File: config.mk
export PLATFORM = sky130hd
export DESIGN_NAME = mbf_top
export DESIGN_NICKNAME = d
export VERILOG_FILES = /design/src/rtl/mbf_pkg.sv /design/src/rtl/mbf_ctl_decode.sv /design/src/rtl/mbf_addr_stage.sv /design/src/rtl/mbf_window_match.sv /design/src/rtl/mbf_top.sv
export SDC_FILE = /design/constraint.sdc
export NUM_CORES = 1
export LEC_CHECK = 0
export ABC_AREA = 1
export BUFFER_PORTS_ARGS = -buffer_cell sky130_fd_sc_hd__buf_2
export CAP_MARGIN = 20
export CORE_ASPECT_RATIO = 1.2
export CORE_UTILIZATION = 29
export CTS_CLUSTER_SIZE = 12
export DETAILED_ROUTE_END_ITERATION = 8
export MAX_ROUTING_LAYER = met4
export PLACE_DENSITY = 0.67
export SLEW_MARGIN = 20
export SYNTH_ARGS = -nofsm -noshare
export SYNTH_HDL_FRONTEND = slang
export SYNTH_SLANG_ARGS = --single-unit
File: constraint.sdc
create_clock -name clk_i -period 1.5 [get_ports clk_i]
set_clock_uncertainty 0.2 [all_clocks]
set_input_delay 0.075 -clock clk_i [delete_from_list [all_inputs] [get_ports clk_i]]
set_output_delay 0.075 -clock clk_i [all_outputs]
set_load 0.01 [all_outputs]
File: src/rtl/mbf_pkg.sv
package mbf_pkg;
  localparam int unsigned CPU_AW = 16;
  localparam int unsigned PAGE_W = 4;
  localparam int unsigned EXT_AW = CPU_AW + PAGE_W;

  typedef enum logic [1:0] {
    CTL_RDWR  = 2'd0,
    CTL_RW_EN = 2'd1,
    CTL_RW_DS = 2'd2,
    CTL_NONE  = 2'd3
  } ctl_mode_e;

  typedef struct packed {
    logic rd;
    logic wr;
    logic fetch;
  } bus_op_t;
endpackage

File: src/rtl/mbf_ctl_decode.sv
module mbf_ctl_decode
  import mbf_pkg::*;
(
  input  logic [1:0] mode_i,
  input  logic       rdrw_i,
  input  logic       strb_i,
  input  logic       psen_ni,
  input  logic       acc_ok_i,
  output bus_op_t    op_o
);
  ctl_mode_e mode;
  logic rd_raw, wr_raw;

  assign mode = ctl_mode_e'(mode_i);

  always_comb begin
    rd_raw = 1'b0;
    wr_raw = 1'b0;
    unique case (mode)
      CTL_RDWR: begin
        rd_raw = !rdrw_i;
        wr_raw = !strb_i;
      end
      CTL_RW_EN: begin
        rd_raw = strb_i && rdrw_i;
        wr_raw = strb_i && !rdrw_i;
      end
      CTL_RW_DS: begin
        rd_raw = !strb_i && rdrw_i;
        wr_raw = !strb_i && !rdrw_i;
      end
      default: begin
        rd_raw = 1'b0;
        wr_raw = 1'b0;
      end
    endcase
  end

  assign op_o.rd    = acc_ok_i && rd_raw;
  assign op_o.wr    = acc_ok_i && wr_raw;
  assign op_o.fetch = acc_ok_i && !psen_ni;
endmodule

File: src/rtl/mbf_addr_stage.sv
module mbf_addr_stage
  import mbf_pkg::*;
#(
  parameter int unsigned AW = CPU_AW,
  parameter int unsigned PW = PAGE_W
) (
  input  logic          clk_i,
  input  logic          rst_ni,
  input  logic          srst_i,
  input  logic          mux_i,
  input  logic          ale_act_i,
  input  logic          wr_i,
  input  logic [AW-1:0] page_addr_i,
  input  logic [AW-1:0] addr_i,
  input  logic [AW-1:0] ad_i,
  output logic [AW-1:0] cpu_addr_o,
  output logic [PW-1:0] page_o
);
  logic [AW-1:0] lat_q;
  logic [PW-1:0] page_q;
  logic          page_we;

  assign cpu_addr_o = mux_i ? lat_q : addr_i;
  assign page_we    = wr_i && (cpu_addr_o == page_addr_i);
  assign page_o     = page_q;

  always_ff @(posedge clk_i or negedge rst_ni) begin
    if (!rst_ni) begin
      lat_q  <= '0;
      page_q <= '0;
    end else if (srst_i) begin
      lat_q  <= '0;
      page_q <= '0;
    end else begin
      if (ale_act_i) lat_q <= ad_i;
      if (page_we)   page_q <= ad_i[PW-1:0];
    end
  end

  assert_latch_hold_R2: assert property (@(posedge clk_i) disable iff (!rst_ni)
    (!ale_act_i && !srst_i) |=> $stable(lat_q));

  assert_bus_reset_clears_R3: assert property (@(posedge clk_i) disable iff (!rst_ni)
    srst_i |=> (page_q == '0 && lat_q == '0));

  assert_page_load_R6: assert property (@(posedge clk_i) disable iff (!rst_ni)
    (wr_i && !srst_i && cpu_addr_o == page_addr_i) |=> page_q == $past(ad_i[PW-1:0]));

  assert_page_hold_R6: assert property (@(posedge clk_i) disable iff (!rst_ni)
    (!wr_i && !srst_i) |=> $stable(page_q));
endmodule

File: src/rtl/mbf_window_match.sv
module mbf_window_match #(
  parameter int unsigned EXT_W     = 20,
  parameter int unsigned NUM_BLK   = 8,
  parameter int unsigned BLK_OFS_W = 13,
  parameter int unsigned RAM_OFS_W = 11,
  localparam int unsigned BLK_TAG_W = EXT_W - BLK_OFS_W,
  localparam int unsigned RAM_TAG_W = EXT_W - RAM_OFS_W
) (
  input  logic                         clk_i,
  input  logic                         rst_ni,
  input  logic [EXT_W-1:0]             ext_addr_i,
  input  logic [NUM_BLK*BLK_TAG_W-1:0] blk_base_i,
  input  logic [RAM_TAG_W-1:0]         ram_base_i,
  input  logic                         pgm_en_i,
  input  logic                         ram_en_i,
  output logic [NUM_BLK-1:0]           blk_sel_o,
  output logic                         ram_sel_o
);
  logic [NUM_BLK-1:0] hit;
  logic [NUM_BLK-1:0] win;
  logic               ram_hit;

  for (genvar k = 0; k < NUM_BLK; k++) begin : g_blk
    assign hit[k] = ext_addr_i[EXT_W-1:BLK_OFS_W] == blk_base_i[k*BLK_TAG_W +: BLK_TAG_W];
  end

  // lowest index wins
  always_comb begin
    win = '0;
    for (int k = NUM_BLK - 1; k >= 0; k--) begin
      if (hit[k]) win = NUM_BLK'(1) << k;
    end
  end

  assign ram_hit   = ext_addr_i[EXT_W-1:RAM_OFS_W] == ram_base_i;
  assign blk_sel_o = pgm_en_i ? win : '0;
  assign ram_sel_o = ram_en_i && ram_hit && (blk_sel_o == '0) && !(pgm_en_i && hit != '0);

  assert_sel_onehot_R9: assert property (@(posedge clk_i) disable iff (!rst_ni)
    $onehot0(blk_sel_o));

  assert_ram_lowest_R9: assert property (@(posedge clk_i) disable iff (!rst_ni)
    ram_sel_o |-> blk_sel_o == '0);

  assert_sel_is_hit_R7: assert property (@(posedge clk_i) disable iff (!rst_ni)
    (blk_sel_o != '0) |-> ((blk_sel_o & hit) == blk_sel_o));
endmodule

File: src/rtl/mbf_top.sv
module mbf_top
  import mbf_pkg::*;
#(
  parameter int unsigned NUM_BLK   = 8,
  parameter int unsigned BLK_OFS_W = 13,
  parameter int unsigned RAM_OFS_W = 11,
  localparam int unsigned BLK_TAG_W = EXT_AW - BLK_OFS_W,
  localparam int unsigned RAM_TAG_W = EXT_AW - RAM_OFS_W
) (
  input  logic                         clk_i,
  input  logic                         rst_ni,
  input  logic                         cpu_rst_i,
  input  logic                         cfg_rst_hi_i,
  input  logic                         cfg_ale_hi_i,
  input  logic                         cfg_mux_i,
  input  logic                         cfg_wide_i,
  input  logic [1:0]                   cfg_ctl_mode_i,
  input  logic [CPU_AW-1:0]            cfg_page_addr_i,
  input  logic [NUM_BLK*BLK_TAG_W-1:0] cfg_blk_base_i,
  input  logic [RAM_TAG_W-1:0]         cfg_ram_base_i,
  input  logic                         ale_i,
  input  logic [CPU_AW-1:0]            addr_i,
  input  logic [CPU_AW-1:0]            ad_i,
  input  logic                         rdrw_i,
  input  logic                         strb_i,
  input  logic                         psen_ni,
  input  logic                         bhe_ni,
  output logic [EXT_AW-1:0]            ext_addr_o,
  output logic [NUM_BLK-1:0]           blk_sel_o,
  output logic                         ram_sel_o,
  output logic [1:0]                   be_o
);
  logic              srst;
  logic              acc_ok;
  bus_op_t           op;
  logic              any_acc;
  logic [CPU_AW-1:0] cpu_addr;
  logic [PAGE_W-1:0] page;

  assign srst   = cpu_rst_i == cfg_rst_hi_i;
  assign acc_ok = rst_ni && !srst;

  mbf_ctl_decode i_ctl (
    .mode_i   (cfg_ctl_mode_i),
    .rdrw_i   (rdrw_i),
    .strb_i   (strb_i),
    .psen_ni  (psen_ni),
    .acc_ok_i (acc_ok),
    .op_o     (op)
  );

  mbf_addr_stage #(.AW(CPU_AW), .PW(PAGE_W)) i_addr (
    .clk_i       (clk_i),
    .rst_ni      (rst_ni),
    .srst_i      (srst),
    .mux_i       (cfg_mux_i),
    .ale_act_i   (ale_i == cfg_ale_hi_i),
    .wr_i        (op.wr),
    .page_addr_i (cfg_page_addr_i),
    .addr_i      (addr_i),
    .ad_i        (ad_i),
    .cpu_addr_o  (cpu_addr),
    .page_o      (page)
  );

  assign ext_addr_o = {page, cpu_addr};
  assign any_acc    = op.rd || op.wr || op.fetch;

  mbf_window_match #(
    .EXT_W     (EXT_AW),
    .NUM_BLK   (NUM_BLK),
    .BLK_OFS_W (BLK_OFS_W),
    .RAM_OFS_W (RAM_OFS_W)
  ) i_win (
    .clk_i      (clk_i),
    .rst_ni     (rst_ni),
    .ext_addr_i (ext_addr_o),
    .blk_base_i (cfg_blk_base_i),
    .ram_base_i (cfg_ram_base_i),
    .pgm_en_i   (op.rd || op.fetch),
    .ram_en_i   (op.rd || op.wr),
    .blk_sel_o  (blk_sel_o),
    .ram_sel_o  (ram_sel_o)
  );

  always_comb begin
    be_o = 2'b00;
    if (any_acc) begin
      if (cfg_wide_i) be_o = {!bhe_ni, !cpu_addr[0]};
      else            be_o = 2'b01;
    end
  end

  assert_idle_quiet_R10: assert property (@(posedge clk_i) disable iff (!rst_ni)
    (!op.rd && !op.wr && !op.fetch) |-> (blk_sel_o == '0 && !ram_sel_o && be_o == 2'b00));

  assert_reset_quiet_R3: assert property (@(posedge clk_i) disable iff (!rst_ni)
    srst |-> (blk_sel_o == '0 && !ram_sel_o && be_o == 2'b00));

  assert_fetch_no_ram_R5: assert property (@(posedge clk_i) disable iff (!rst_ni)
    (op.fetch && !op.rd && !op.wr) |-> !ram_sel_o);

  assert_write_no_blk_R7: assert property (@(posedge clk_i) disable iff (!rst_ni)
    (op.wr && !op.rd && !op.fetch) |-> blk_sel_o == '0);

  assert_mode_off_R4: assert property (@(posedge clk_i) disable iff (!rst_ni)
    (cfg_ctl_mode_i == 2'd3) |-> (!op.rd && !op.wr));
endmodule

==> summary.md <==
| Metric | Value |
|---|---|
| Max-Cap Viols | 0 |
| HP Start | ale_i |
| Crit-path leading delay family | simple AND/OR/NAND/NOR gates |
| H-tree depth | 1 |
| Die area | 10510 sq um |
| Reg power frac | 0.264 |
| DRC Markers | 0 |
| Leading area contributor after synthesis | nand2_1 |
| Adder-cell share of the synthesized area | 0.01282 |
| CTS max path bufs | 2 |
| Worst slack at placement | -0.3672 ns |
| Power per Cell Area | 494.8 nW/um^2 |
| Sequential fraction of the synthesis area | 0.1709 |
| Max Slew Vio Count | 0 |
| Initial core utilization | 0.3032 |
| TNS Setup | -5.636 ns |
| CTS tree | built |
| Drt first pass iters | 4 |
| CTS Buf Count | 3 |
| Layout net count | 937 |
| Peak VDD IR | 0.4083 mV |
| Placer Congestion | 0.8626 |
| Core area | 9662 sq um |
| Syn. warnings | 0 |
| Synth Area per Inst | 4.990 sq um |
| Worst min path class | primary input to register |
| Post-Route Utilization | 0.4900 |
| Wirelength per Cell | 11.17 microns |
| RR Startpoint | i_addr.lat_q[13]$_DFFE_PN0P_ |
| Syn nets | 717 |
| Input/output buffers | 157 |
| Critical path launch point type | register |
| Synth Area in Simple Gates | 0.5775 |
| Period utilization | 1.360 |
| Min Hold Slack | 0.1525 ns |
| Final hold vios | 0 |
| Primary FF master, synth | dfrtp_1 |
| Slew headroom | 0.7833 |
| Cells after DPL | 901 |
| Gr ovfl total | 0 |
| Pwr Total | 2.343 mW |
| Data required time of the critical path | 1.22 ns |
| All-Layer GR Usage | 0.1998 |
| Placed Instance Area | 4179 sq um |
| Leak Pwr | 3.028 nW |
| Top cells by area, synth | nand2_1 (37%), dfrtp_1 (17%), inv_1 (12%), nand3_1 (7.5%), nor2_1 (7.0%) |
| Multiplexer share of the synthesized area | 0 |
| Total Routed Length | 10.37 mm |
| RSZ-0062 raised after global routing | yes |
| Post-synth top area share | 0.3729 |
| Crit. Startpoint | i_addr.page_o[3]$_DFFE_PN0P_ |
| Initial antenna violation count | 0 |
| Final Non-Filler Cells | 928 |
| #FFs+latches synth | 20 |
| CTS root buffer | clkbuf_16 |
| Bufs and invs on worst path | 3 |
| Switch Pwr | 861.2 uW |
| Clock power frac | 0.231 |
| Failing checks | setup timing |
| Post-route ant nets | 0 |
| Comb power frac | 0.505 |
| Largest net degree at the start of global routing | 32 |
| DR iter-0 viols | 97 |
| Finished Cell Area | 4735 sq um |
| Fraction of layout cells with a size suffix above 1 | 0.3640 |
| Clk_lat worst skew | 0.25 ns |
| IO Pins | 158 |
| Vias in the first global route | 3706 |
| Critical path's most frequent cell | nand2_1 |
| Chip height | 112.1 microns |
| Measured slew at the worst slew-check pin | 0.3239 ns |
| DIE WIDTH | 93.75 microns |
| CP Class | register to output port |
| CP Cell Sequence | inv_4 -> nand2_1 -> nand2_1 -> nor2_1 -> nand2_1 -> nor2_1 -> nand2_1 -> buf_4 -> nand2_4 -> nor3_2 -> buf_2 |
| Critical Path End Type | output port |
| Main combinational cell family by area after synthesis | simple AND/OR/NAND/NOR gates |
| Detailed-route via count | 4031 |
| # clock sinks | 20 |
| Int Pwr | 1.482 mW |
| Layout area overhead | 61.64% |
| Clock transition at the registers of the reported paths | 0.05 ns |
| Inserted Diodes | 0 |
| Outcome | finished with violations |
| Critical Path AT | 1.77 ns |
| Fmax achieved | 0.4901 GHz |
| Post-DP HPWL | 8.314 mm |
| Compound-Gate Fraction of Synth Area | 0.03417 |
| Tmin final | 2.041 ns |
| Mapped cell area | 2929 sq um |
| Netlist cell types | 27 |
| Post-synth ARST share | 1.000 |
| Xor and xnor area share after synthesis | 0.04443 |
| Mapped Cells | 587 |
| Number of flops mapped to enable cells by yosys | 0 |
| Slowest Stage Delay on Critical Path | 0.47 ns |
| First-pass GRT wire length | 16.35 mm |
| Critical Path Slowest Stage Cell | dfrtp_2 |
| Via-per-instance ratio | 4.344 |
| Final setup fails | 15 |
| Row count | 39 |
| Final setup margin | -0.5405 ns |
| Switching Share | 0.3676 |
| Crit path max fanout | 8 |
## repair_timing
action / CTS / global route
cloned: 1 / 1
pin swaps: 21 / 15
gates resized for setup: 41 / 35
buffers inserted: 1 / 4
endpoints found under the setup margin: 15 / 15
hold endpoints to repair: 36 / 0
hold buffers: 17 / 0
## cells in the mapped netlist, types with 2 or more instances
library cell	n
xor2_1	9
nand3b_1	2
o21ai_0	9
nand4_1	8
nor3_1	2
dfrtp_1	20
a21oi_2	2
buf_4	3
clkbuf_1	4
xnor2_1	4
buf_2	6
nor2_2	4
a21oi_1	3
nor2_1	55
nand3_1	44
buf_6	2
nand2_2	9
inv_2	4
inv_1	97
nand2_1	291
ha_1	3
## layout by cell type, fill, tap and decap left out, types with 2 or more instances in the layout
cell           count
inv_1             91
nand2_4            6
clkbuf_16          3
nand2_2           29
a21oi_2            2
dfrtp_1           17
xor2_2             3
buf_6              6
dfrtp_2            3
buf_2            155
nor2_4             4
o21ai_0            8
nand3_1           38
inv_4              4
nand3_2            5
nand3b_1           2
xor2_1             7
dlygate4sd3_1     17
inv_2              6
buf_4             47
nor3_2             2
xnor2_1            4
nor2_2            10
nand4_1            8
buf_8              2
nand2_1          267
nor2_1            45
ha_1               2
a21oi_1            2
## logic make-up (layout without fill, tap and decap cells)
| kind of cell | count (synthesis) | in the layout |
|---|---|---|
| simple gates | 417 | 419 |
| buf+inv | 116 | 332 |
| flops | 20 | 20 |
| compound gates | 17 | 17 |
| xor+xnor | 14 | 14 |
| fa+ha+maj | 3 | 3 |
## metal layers
metal	track usage	up-vias	wire, microns
met4	0.03077	0	71
met2	0.3781	115	5478
met5	-	-	0
li1	-	2179	-
met1	0.2239	1730	4233
met3	0.02439	7	581
## final timing paths
kind | endpoint | slack [ns] | depth (start not counted)
max | blk_sel_o[2] | -0.54 | 11
min in group asynchronous | i_addr.lat_q[7]$_DFFE_PN0P_ | 0.18 | 3
min | i_addr.lat_q[2]$_DFFE_PN0P_ | 0.15 | 5
min reg2reg | i_addr.lat_q[7]$_DFFE_PN0P_ | 0.32 | 2
max reg2reg | i_addr.page_o[3]$_DFFE_PN0P_ | -0.24 | 12
max in group asynchronous | i_addr.page_o[3]$_DFFE_PN0P_ | 0.69 | 3
## tightest hold or removal path, delay by kind of cell
kind,cells,cell delay (ns)
buffers and inverters,2,0.24
xor gates and xnor gates,1,0.11
and+or+nand+nor,1,0.07
AOI/OAI and AO/OA,1,0.07
## layout make-up
cell class / instances / area (sq um)
Fill cell: 1037 / 4927
Multi-Input combinational cell: 453 / 2196
Timing Repair Buffer: 228 / 1416
Clock buffer: 3 / 75.07
Tap cell: 123 / 153.9
Inverter: 101 / 389.1
Sequential cell: 20 / 504.2
## flip-flops by register name, indices dropped and copies added, names as in the netlist
register,cells
i_addr.lat_q,16
i_addr.page_o,4
## power by group through the flow
stage / Sequential (mW) / Clock (mW) / Combinational (mW)
4_1_cts: 0.618 / 0.551 / 1.14
2_1_floorplan: 0.619 / 0 / 0.572
5_1_grt: 0.622 / 0.579 / 1.32
3_5_place_dp: 0.625 / 0 / 1.06
6_report: 0.619 / 0.541 / 1.18
3_3_place_gp: 0.624 / 0 / 1.05
Power figures use the tool's default switching activity.
